**config.mk**
```make
export PLATFORM = sky130hd
export DESIGN_NAME = ssp_block
export DESIGN_NICKNAME = d
export VERILOG_FILES = /design/src/rtl/ssp_pkg.sv /design/src/rtl/ssp_baud.sv /design/src/rtl/ssp_sck.sv /design/src/rtl/ssp_ctrl.sv /design/src/rtl/ssp_shift.sv /design/src/rtl/ssp_block.sv
export SDC_FILE = /design/constraint.sdc
export NUM_CORES = 1
export LEC_CHECK = 0
export BUFFER_PORTS_ARGS = -buffer_cell sky130_fd_sc_hd__buf_2
export CAP_MARGIN = 20
export CORE_MARGIN = 2
export CORE_UTILIZATION = 34
export CTS_CLUSTER_DIAMETER = 120
export DETAILED_ROUTE_END_ITERATION = 8
export PLACE_DENSITY = 0.49
export SLEW_MARGIN = 10
export SYNTH_ARGS = -nofsm -noshare
export SYNTH_HDL_FRONTEND = slang
export SYNTH_SLANG_ARGS = --single-unit
```
**constraint.sdc**
```tcl
create_clock -name clk -period 2.6 [get_ports clk]
set_input_delay 0.52 -clock clk [delete_from_list [all_inputs] [get_ports clk]]
set_output_delay 0.52 -clock clk [all_outputs]
set_load 0.02 [all_outputs]
```
**src/rtl/ssp_pkg.sv**
```systemverilog
// Package: shared types and helpers for the synchronous serial port.
// Assumes bytes of 8 bits; bit lanes are 3-bit indices.
package ssp_pkg;

    localparam int BYTE_BITS = 8;

    typedef enum logic [2:0] {
        ST_IDLE,
        ST_LOAD,
        ST_GAP,
        ST_RUN,
        ST_PAUSE
    } ssp_state_e;

    // Byte position used for serial bit k under the chosen order.
    function automatic logic [2:0] bit_lane(input logic msb_first, input logic [2:0] k);
        return msb_first ? (3'd7 - k) : k;
    endfunction

endpackage

```
**src/rtl/ssp_baud.sv**
```systemverilog
// Phase divider: while run is high, pulses expire once every div+1 cycles.
// Assumes div is held stable during a transfer; the count restarts whenever run drops.
module ssp_baud #(
    parameter int DIV_W = 8
) (
    input  logic             clk,
    input  logic             rst_n,
    input  logic             run,
    input  logic [DIV_W-1:0] div,
    output logic             expire
);

    logic [DIV_W-1:0] cnt_q;

    assign expire = run && (cnt_q == div);

    // Count cycles within one serial clock phase.
    always_ff @(posedge clk) begin
        if (!rst_n || !run) begin
            cnt_q <= '0;
        end else if (cnt_q == div) begin
            cnt_q <= '0;
        end else begin
            cnt_q <= cnt_q + 1'b1;
        end
    end

endmodule

```
**src/rtl/ssp_sck.sv**
```systemverilog
// Serial clock unit: makes the master clock level and turns either the master
// phase expiry or edges on the slave clock input into fall/rise events.
// Assumes sck_i is already synchronous to clk.
module ssp_sck (
    input  logic clk,
    input  logic rst_n,
    input  logic master,
    input  logic run,
    input  logic expire,
    input  logic sck_i,
    output logic sck_o,
    output logic fall_ev,
    output logic rise_ev
);

    logic sck_q;
    logic sin_q;

    assign sck_o = sck_q;

    // Master clock level: idles high, toggles on each phase expiry.
    always_ff @(posedge clk) begin
        if (!rst_n || !run) begin
            sck_q <= 1'b1;
        end else if (master && expire) begin
            sck_q <= ~sck_q;
        end
    end

    // Previous slave clock level, for edge detection.
    always_ff @(posedge clk) begin
        if (!rst_n) begin
            sin_q <= 1'b1;
        end else begin
            sin_q <= sck_i;
        end
    end

    // Edge events from whichever clock source is selected.
    always_comb begin
        if (master) begin
            fall_ev = run && expire && sck_q;
            rise_ev = run && expire && !sck_q;
        end else begin
            fall_ev = run && sin_q && !sck_i;
            rise_ev = run && !sin_q && sck_i;
        end
    end

endmodule

```
**src/rtl/ssp_ctrl.sv**
```systemverilog
// Transfer sequencer: loads bytes, inserts the inter-byte gap (or the slave
// hold-off before the first byte), counts bits, handles suspend/resume at byte
// boundaries and raises done. Assumes cfg inputs are stable while busy.
module ssp_ctrl
    import ssp_pkg::*;
#(
    parameter int COUNT_W = 8,
    parameter int STRETCH = 2,
    parameter int HOLDOFF = 16
) (
    input  logic               clk,
    input  logic               rst_n,
    input  logic               master,
    input  logic [COUNT_W-1:0] count,
    input  logic               start,
    input  logic               suspend,
    input  logic               resume,
    input  logic               tx_valid,
    input  logic               rx_pending,
    input  logic               fall_ev,
    input  logic               rise_ev,
    output logic               run,
    output logic               tx_ready,
    output logic               tx_take,
    output logic               shift_out,
    output logic               shift_in,
    output logic               byte_end,
    output logic [2:0]         bit_k,
    output logic               busy,
    output logic               paused,
    output logic               done
);

    localparam int REM_W   = COUNT_W + 1;
    localparam int GAP_MAX = (STRETCH > HOLDOFF) ? STRETCH : HOLDOFF;
    localparam int GAP_W   = $clog2(GAP_MAX + 1);

    ssp_state_e       state_q;
    logic [REM_W-1:0] remain_q;
    logic [2:0]       bit_k_q;
    logic             low_q;
    logic [GAP_W-1:0] gap_q;
    logic             first_q;
    logic             pend_q;
    logic             done_q;
    logic [REM_W-1:0] load_count;
    logic [GAP_W-1:0] gap_last;

    assign load_count = (count == '0) ? (REM_W'(1) << COUNT_W) : REM_W'(count);
    assign gap_last   = (first_q && !master) ? GAP_W'(HOLDOFF - 1) : GAP_W'(STRETCH - 1);

    assign run       = (state_q == ST_RUN);
    assign tx_ready  = (state_q == ST_LOAD) && !rx_pending;
    assign tx_take   = tx_ready && tx_valid;
    assign shift_out = run && fall_ev;
    assign shift_in  = run && rise_ev && low_q;
    assign byte_end  = shift_in && ((remain_q == REM_W'(1)) || (bit_k_q == 3'd7));
    assign bit_k     = bit_k_q;
    assign busy      = (state_q != ST_IDLE);
    assign paused    = (state_q == ST_PAUSE);
    assign done      = done_q;

    // Sequencer state, bit counters and suspend request.
    always_ff @(posedge clk) begin
        if (!rst_n) begin
            state_q  <= ST_IDLE;
            remain_q <= '0;
            bit_k_q  <= '0;
            low_q    <= 1'b0;
            gap_q    <= '0;
            first_q  <= 1'b0;
            pend_q   <= 1'b0;
            done_q   <= 1'b0;
        end else begin
            if (suspend && busy) begin
                pend_q <= 1'b1;
            end
            if (resume) begin
                pend_q <= 1'b0;
            end
            case (state_q)
                ST_IDLE: begin
                    if (start) begin
                        state_q  <= ST_LOAD;
                        remain_q <= load_count;
                        bit_k_q  <= '0;
                        low_q    <= 1'b0;
                        first_q  <= 1'b1;
                        pend_q   <= 1'b0;
                        done_q   <= 1'b0;
                    end
                end
                ST_LOAD: begin
                    if (tx_take) begin
                        state_q <= ST_GAP;
                        gap_q   <= '0;
                    end
                end
                ST_GAP: begin
                    if (gap_q == gap_last) begin
                        state_q <= ST_RUN;
                        first_q <= 1'b0;
                        low_q   <= 1'b0;
                    end else begin
                        gap_q <= gap_q + 1'b1;
                    end
                end
                ST_RUN: begin
                    if (fall_ev) begin
                        low_q <= 1'b1;
                    end
                    if (shift_in) begin
                        low_q    <= 1'b0;
                        remain_q <= remain_q - 1'b1;
                        bit_k_q  <= bit_k_q + 1'b1;
                        if (remain_q == REM_W'(1)) begin
                            state_q <= ST_IDLE;
                            done_q  <= 1'b1;
                        end else if (bit_k_q == 3'd7) begin
                            if (pend_q && !resume) begin
                                state_q <= ST_PAUSE;
                                pend_q  <= 1'b0;
                            end else begin
                                state_q <= ST_LOAD;
                            end
                        end
                    end
                end
                ST_PAUSE: begin
                    if (resume) begin
                        state_q <= ST_LOAD;
                    end
                end
                default: state_q <= ST_IDLE;
            endcase
        end
    end

endmodule

```
**src/rtl/ssp_shift.sv**
```systemverilog
// Byte datapath: holds the transmit byte, drives sdo bit by bit, assembles the
// received byte by lane and hands it out with a valid/ready pair.
// Assumes a new byte is loaded only when the receive slot is empty.
module ssp_shift
    import ssp_pkg::*;
(
    input  logic       clk,
    input  logic       rst_n,
    input  logic       msb_first,
    input  logic       tx_take,
    input  logic [7:0] tx_data,
    input  logic       shift_out,
    input  logic       shift_in,
    input  logic       byte_end,
    input  logic [2:0] bit_k,
    input  logic       sdi,
    input  logic       rx_ready,
    output logic       sdo,
    output logic [7:0] rx_data,
    output logic       rx_valid
);

    logic [7:0] tx_buf_q;
    logic [7:0] rx_acc_q;
    logic [7:0] rx_next;
    logic [2:0] lane;

    assign lane = bit_lane(msb_first, bit_k);

    // Receive byte with the current input bit placed in its lane.
    always_comb begin
        rx_next       = rx_acc_q;
        rx_next[lane] = sdi;
    end

    // Transmit byte holding register.
    always_ff @(posedge clk) begin
        if (!rst_n) begin
            tx_buf_q <= '0;
        end else if (tx_take) begin
            tx_buf_q <= tx_data;
        end
    end

    // Receive accumulator, cleared at each byte load.
    always_ff @(posedge clk) begin
        if (!rst_n || tx_take) begin
            rx_acc_q <= '0;
        end else if (shift_in) begin
            rx_acc_q <= rx_next;
        end
    end

    // Received byte hand-off to the buffer side.
    always_ff @(posedge clk) begin
        if (!rst_n) begin
            rx_data  <= '0;
            rx_valid <= 1'b0;
        end else if (byte_end) begin
            rx_data  <= rx_next;
            rx_valid <= 1'b1;
        end else if (rx_valid && rx_ready) begin
            rx_valid <= 1'b0;
        end
    end

    // Serial output, updated on falling serial clock events only.
    always_ff @(posedge clk) begin
        if (!rst_n) begin
            sdo <= 1'b1;
        end else if (shift_out) begin
            sdo <= tx_buf_q[lane];
        end
    end

endmodule

```
**src/rtl/ssp_block.sv**
```systemverilog
// Top level of the synchronous serial port with block transfer.
// Ties the phase divider, clock unit, sequencer and byte datapath together.
// Assumes configuration inputs do not change while busy is high.
module ssp_block #(
    parameter int BAUD_W  = 8,
    parameter int COUNT_W = 8,
    parameter int STRETCH = 2,
    parameter int HOLDOFF = 16
) (
    input  logic               clk,
    input  logic               rst_n,
    input  logic               cfg_master,
    input  logic               cfg_msb_first,
    input  logic [BAUD_W-1:0]  cfg_baud,
    input  logic [COUNT_W-1:0] cfg_count,
    input  logic               start,
    input  logic               suspend,
    input  logic               resume,
    input  logic [7:0]         tx_data,
    input  logic               tx_valid,
    output logic               tx_ready,
    output logic [7:0]         rx_data,
    output logic               rx_valid,
    input  logic               rx_ready,
    input  logic               sck_i,
    output logic               sck_o,
    output logic               sck_oe,
    output logic               sdo,
    input  logic               sdi,
    output logic               busy,
    output logic               done
);

    logic       run;
    logic       expire;
    logic       fall_ev;
    logic       rise_ev;
    logic       tx_take;
    logic       shift_out;
    logic       shift_in;
    logic       byte_end;
    logic [2:0] bit_k;
    logic       paused;

    assign sck_oe = cfg_master;

    ssp_baud #(.DIV_W(BAUD_W)) u_baud (
        .clk    (clk),
        .rst_n  (rst_n),
        .run    (run),
        .div    (cfg_baud),
        .expire (expire)
    );

    ssp_sck u_sck (
        .clk     (clk),
        .rst_n   (rst_n),
        .master  (cfg_master),
        .run     (run),
        .expire  (expire),
        .sck_i   (sck_i),
        .sck_o   (sck_o),
        .fall_ev (fall_ev),
        .rise_ev (rise_ev)
    );

    ssp_ctrl #(
        .COUNT_W (COUNT_W),
        .STRETCH (STRETCH),
        .HOLDOFF (HOLDOFF)
    ) u_ctrl (
        .clk        (clk),
        .rst_n      (rst_n),
        .master     (cfg_master),
        .count      (cfg_count),
        .start      (start),
        .suspend    (suspend),
        .resume     (resume),
        .tx_valid   (tx_valid),
        .rx_pending (rx_valid),
        .fall_ev    (fall_ev),
        .rise_ev    (rise_ev),
        .run        (run),
        .tx_ready   (tx_ready),
        .tx_take    (tx_take),
        .shift_out  (shift_out),
        .shift_in   (shift_in),
        .byte_end   (byte_end),
        .bit_k      (bit_k),
        .busy       (busy),
        .paused     (paused),
        .done       (done)
    );

    ssp_shift u_shift (
        .clk       (clk),
        .rst_n     (rst_n),
        .msb_first (cfg_msb_first),
        .tx_take   (tx_take),
        .tx_data   (tx_data),
        .shift_out (shift_out),
        .shift_in  (shift_in),
        .byte_end  (byte_end),
        .bit_k     (bit_k),
        .sdi       (sdi),
        .rx_ready  (rx_ready),
        .sdo       (sdo),
        .rx_data   (rx_data),
        .rx_valid  (rx_valid)
    );

endmodule

```
Word level (Yosys, flattened, before mapping)

Cells that the tools add are included.
W data, S select, Z words.

Output and inout bits: 15
Flip-flop bits (word level): 60
Input bits: 35
Logic and storage cells: 135

Reductions and logical operators: 46
Bitwise gates (word level): 1
Multiplexer cells: 48
Add/sub/neg operators: 5
$lt $le $gt $ge: 2
Equal/unequal tests: 17

Operators with widths:

| cell                  | count |
|---|---|
| $mux W3               | 11 |
| $mux W9               | 3 |
| $logic_and A1 B1 Y1   | 20 |
| $mux W1               | 20 |
| $pmux W9 S2           | 1 |
| $pmux W3 S5           | 1 |
| $mux W5               | 2 |
| $pmux W5 S2           | 1 |
| $eq A9 B1 Y1 const B  | 1 |
| $reduce_and A3 Y1     | 3 |
| $sub A9 B1 Y9 const B | 1 |
| $add A8 B1 Y8 const B | 1 |
| $bwmux W8             | 1 |
| $eq A8 B8 Y1          | 1 |
| $logic_not A1 Y1      | 8 |
| $logic_not A8 Y1      | 1 |
| $ne A2 B1 Y1 const B  | 4 |
| $reduce_and A4 Y1     | 2 |
| $reduce_bool A2 Y1    | 4 |
| $eq A3 B2 Y1 const B  | 2 |
| $eq A3 B3 Y1 const B  | 2 |
| $ne A2 B2 Y1 const B  | 3 |
| $ne A3 B1 Y1 const B  | 2 |
| $pmux W1 S2           | 3 |
| 18 further kinds      | 21 |

Logic depth before layout (Yosys ltp)

Word-level depth: 9
Gate-level depth with buffers: 9
Depth with buffers taken out: 8

By module

A second synthesis with hierarchy kept.

Cells, all modules: 427
Area total of the unflattened synthesis: 3623.5 um^2

Modules (own cells, without submodules):

| module    | cells each | area each (um^2) | sequential area each (um^2) | instances |
|---|---|---|---|---|
| ssp_ctrl  | 204        | 1526.5           | 480.5                       | 1 |
| ssp_shift | 165        | 1514.0           | 520.5                       | 1 |
| ssp_baud  | 46         | 470.5            | 160.2                       | 1 |
| ssp_sck   | 11         | 105.1            | 40.0                        | 1 |
| ssp_block | 1          | 7.5              | 0.0                         | 1 |

Least setup slack after synthesis

No wires, ideal clock.

Kind: input to register
Start point: in cfg_baud[6]
End point: reg u_ctrl.remain_q[4]
Arrival: 1.954 ns
Setup time: 0.116 ns
Slack: 0.529 ns
Cell stages on the path: 8
Data required time: 2.484 ns
Buffers on the path: 2
Cell sequence: xnor2_1 nand4_1 or4_1 clkbuf_1 nand2_1 buf_4 a21oi_1 a31o_2

Longest elaborated chain between the ends: 9

RTL lines:

| element                            | RTL line        | source |
|---|---|---|
| from (decl)                        | ssp_block.sv:14 | `input logic [BAUD_W-1:0] cfg_baud,` |
| $eq A8 B8 Y1                       | ssp_baud.sv:15  | `assign expire = run && (cnt_q == div);` |
| $logic_and A1 B1 Y1                | ssp_baud.sv:15  |  |
| $logic_and A1 B1 Y1 (2 in a row)   | ssp_sck.sv:43   | `rise_ev = run && expire && !sck_q;` |
| $mux W1                            | ssp_sck.sv:41   | `if (master) begin` |
| $logic_and A1 B1 Y1 (2 in a row)   | ssp_ctrl.sv:56  | `assign shift_in = run && rise_ev && low_q;` |
| $ne A2 B1 Y1 (no source line)      | --              |  |
| $reduce_and A3 Y1 (no source line) | --              |  |
| to (signal assigned)               | ssp_ctrl.sv:85  | `remain_q <= load_count;` |
| to (signal assigned)               | ssp_ctrl.sv:114 | `remain_q <= remain_q - 1'b1;` |
| to (decl)                          | ssp_ctrl.sv:39  | `logic [REM_W-1:0] remain_q;` |

Every way passes these cells.
A chain may end at the register's enable or synchronous reset.

Final worst setup path

Start point: reg u_ctrl.remain_q[3]
End point: reg u_shift.rx_data[6]

Longest elaborated chain between the ends: 3

RTL lines:

| element              | RTL line        | source |
|---|---|---|
| $eq A9 B1 Y1         | ssp_ctrl.sv:57  | `assign byte_end = shift_in && ((remain_q == REM_W'(1)) \|\| (bit_k_q == 3'd7));` |
| $logic_or A1 B1 Y1   | ssp_ctrl.sv:57  |  |
| $logic_and A1 B1 Y1  | ssp_ctrl.sv:57  |  |
| to (signal assigned) | ssp_shift.sv:60 | `rx_data <= rx_next;` |
| to (decl)            | ssp_shift.sv:19 | `output logic [7:0] rx_data,` |

Every way passes these cells.

==> impl_metrics.tcl <==
set metrics [dict create \
    rsz0062_at_grt "false" \
    cpPeakStageDelay_ps 600 \
    dr_total_vias 3309 \
    cts_tree "done" \
    status "complete, no violations" \
    final_cell_mix "dfxtp_1, buf_2, a21oi_1" \
    cts_sinks 60 \
    die_area_um2 11200 \
    critPathLaunchType "flip-flop" \
    synth_top_area_share_pct 34.1 \
    grt_max_degree 26 \
    synth_nets 477 \
    wl_per_cell_um 14.7 \
    cts_resized 0 \
    max_freq_mhz 451 \
    fin_crit_sh_pct 85.3 \
    grt_pass1_vias 3010 \
    crit_arrival_ps 2460 \
    gp_congestion 0.781 \
    setup-tns-final_ps 0 \
    antenna_cells 0 \
    placed_cells 602 \
    cts_post_setup_buffers_inserted 0 \
    worstSetupEndpointType "flip-flop" \
    comb_power_share_pct 26.6 \
    final_common_cell "dfxtp_1" \
    yosysWarnings 0 \
    min_path_type "in -> reg" \
    finalNetCount 518 \
    cts-htree-levels 3 \
    slew-limit-headroom_pct 62.9 \
    yosysUniqueCellTypes 61 \
    firstDrtPassIters 4 \
    vdd_drop_max_mv 0.318 \
    ys_ff_latch 60 \
    grt_pass1_wl_um 15100 \
    p_switching_w 0.000985 \
    slew_violations 0 \
    path_clk_slew_ps 70 \
    critPathRequiredTime_ps 2840 \
    dr.first_iter.drc_count 166 \
    fillerInstances 1071 \
    seqCellArea_um2 1200 \
    hold_violations 0 \
    root_buffer "clkbuf_8" \
    multi_input_area_um2 2130 \
    final_cells 618 \
    synth_top_area_cell "dfxtp_1" \
    final-setup-viol-count 0 \
    cp_max_fo 9 \
    cts_max_path_buffers 2 \
    cts_made_buffers 9 \
    clk_latency_ps 350 \
    rows 37 \
    gr-usage-all-layers_pct 16.9 \
    port_buffers 49 \
    core_um2 10200 \
    place_ws_ps 328 \
    grt_util_met2_pct 25.4 \
    grt_util_met1_pct 23.8 \
    yosysSeqAreaShare_pct 34.1 \
    die-height_um 106 \
    path_delay_family "simple AND/OR/NAND/NOR gates" \
    p_per_area_nw_per_um2 714 \
    worst_slew_pin_slew_ps 555 \
    hpwl_um 6650 \
    io_pins 50 \
    min_period_ps 2220 \
    seqPwrFrac_pct 37.5 \
    start_util_pct 34.6 \
    dieWidth_um 106 \
    synth_area_leaders "dfxtp_1, mux2i_1, a21oi_1" \
    wl_um 9090 \
    pwr-share-clk_pct 35.8 \
    overflow 0 \
    p_total_w 0.00296 \
    top_usage_layer "met2" \
    cp_num_buf_inv 0 \
    worst_path_max_delay_cell "or4_4" \
    criticalPathCategory "reg -> reg" \
    drive_above_1_share_pct 19.5 \
    area_growth_pct 17.7 \
    vias_per_cell 5.35 \
    synth_flop_cell "dfxtp_1" \
    syn_area_um2 3520 \
    syn_inst 436 \
    final_area_um2 4150 \
    synth-edff-count 0 \
    max-cap-violations 0 \
    drc 0 \
    avgSynthCellArea_um2 8.08 \
    clock_skew_ps 7.74 \
    crit_chain "or4_4, nor4_4, o21ai_1, a21o_1, mux2i_1, nor2_1" \
    setup_ws_ps 381 \
    async_flop_share_pct 0 \
    switching_share_pct 33.2 \
    antenna_found_initial 0 \
    postRouteAntennaNets 0 \
    use_met3_pct 3.96 \
    p_int_w 0.00198 \
    p_leak_nw 1.69 \
    place_area_um2 3900 \
    hold_buffers 0 \
]
-- worst register-to-register path: stages, from the launching register on --
cell and delay, ps:
dfxtp_1 400, or4_4 600, nor4_4 400, o21ai_1 110, a21o_1 330, mux2i_1 230
nor2_1 50
-- cells by family after synthesis --
kind of cell / after synthesis / share of synthesized area (%)
simple gates: 160 / 23.8
compound gates: 120 / 22.5
flops: 60 / 34.1
buf+inv: 46 / 5.68
mux: 24 / 6.85
xor+xnor: 20 / 4.97
fa+ha+maj: 6 / 2.13
-- synth_stat cells (3+ instances only) --
master     n
o22a_1     6
ha_1       6
inv_1     12
mux2i_1   23
nand3b_1   6
xnor2_1   14
o221ai_1   3
a21o_1     3
a31oi_1    4
a21oi_1   42
nor4_1     6
clkbuf_1  24
nand2_1   30
nand2b_1  13
o21ai_0   18
xor2_1     6
buf_2      4
o22ai_1   14
a22oi_1    4
dfxtp_1   60
nor3_1    10
nand3_1   30
or2_2      3
o41ai_1    3
nand4_1    3
o211ai_1   3
nor2_1    41
a221oi_1   3
and3_1     3
-- sequential cells by signal, indices dropped and copies added, names as in the netlist, 3 cells and up --
register,count
u_ctrl.remain_q,9
u_ctrl.bit_k,3
u_shift.tx_buf_q,8
u_baud.cnt_q,8
u_shift.rx_acc_q,8
u_ctrl.gap_q,5
u_ctrl.state_q,3
u_shift.rx_data,8
-- worst paths after layout --
kind         cells after the start           startpoint  slack, ps                   to
min reg2reg                      2  u_shift.tx_buf_q[1]        460  u_shift.tx_buf_q[1]
max reg2reg                      6   u_ctrl.remain_q[3]        380   u_shift.rx_data[6]
min                              2               resume        370        u_ctrl.pend_q
max                              6   u_ctrl.remain_q[3]        380   u_shift.rx_data[6]
-- layout make-up --
cell class	count	share of cell area, %
clock buffer	10	3.32
clock inverter	6	2.68
inverter	13	1.18
multi-input combinational	330	51.3
sequential	60	29.0
tap	136	4.10
timing repair buffer	63	8.44
-- layer usage --
metal,up-vias,wire length [µm],share of wire [%]
met5,-,0,0
met4,0,104,1.1
met3,7,370,4.1
met2,76,3920,43
met1,1554,4700,52
li1,1672,-,-
-- power by group through the flow --
stage | clock (W) | sequential [W] | combinational (W)
after floorplan | 0 | 0.00107 | 0.000637
after global placement | 0 | 0.00113 | 0.000784
after detailed placement | 0 | 0.00113 | 0.000786
after CTS | 0.00109 | 0.00111 | 0.000790
after global routing | 0.00114 | 0.00113 | 0.000871
final | 0.00106 | 0.00111 | 0.000790
-- metrics by stage --
stage                     util (%)  hold slack [ps]
after global routing          40.7              365
after detailed placement      38.3              451
after global placement        38.3              452
after floorplan                  -              436
after CTS                     40.7              356
final                         40.7              373
Note: power is estimated with default switching activity, not from simulation.
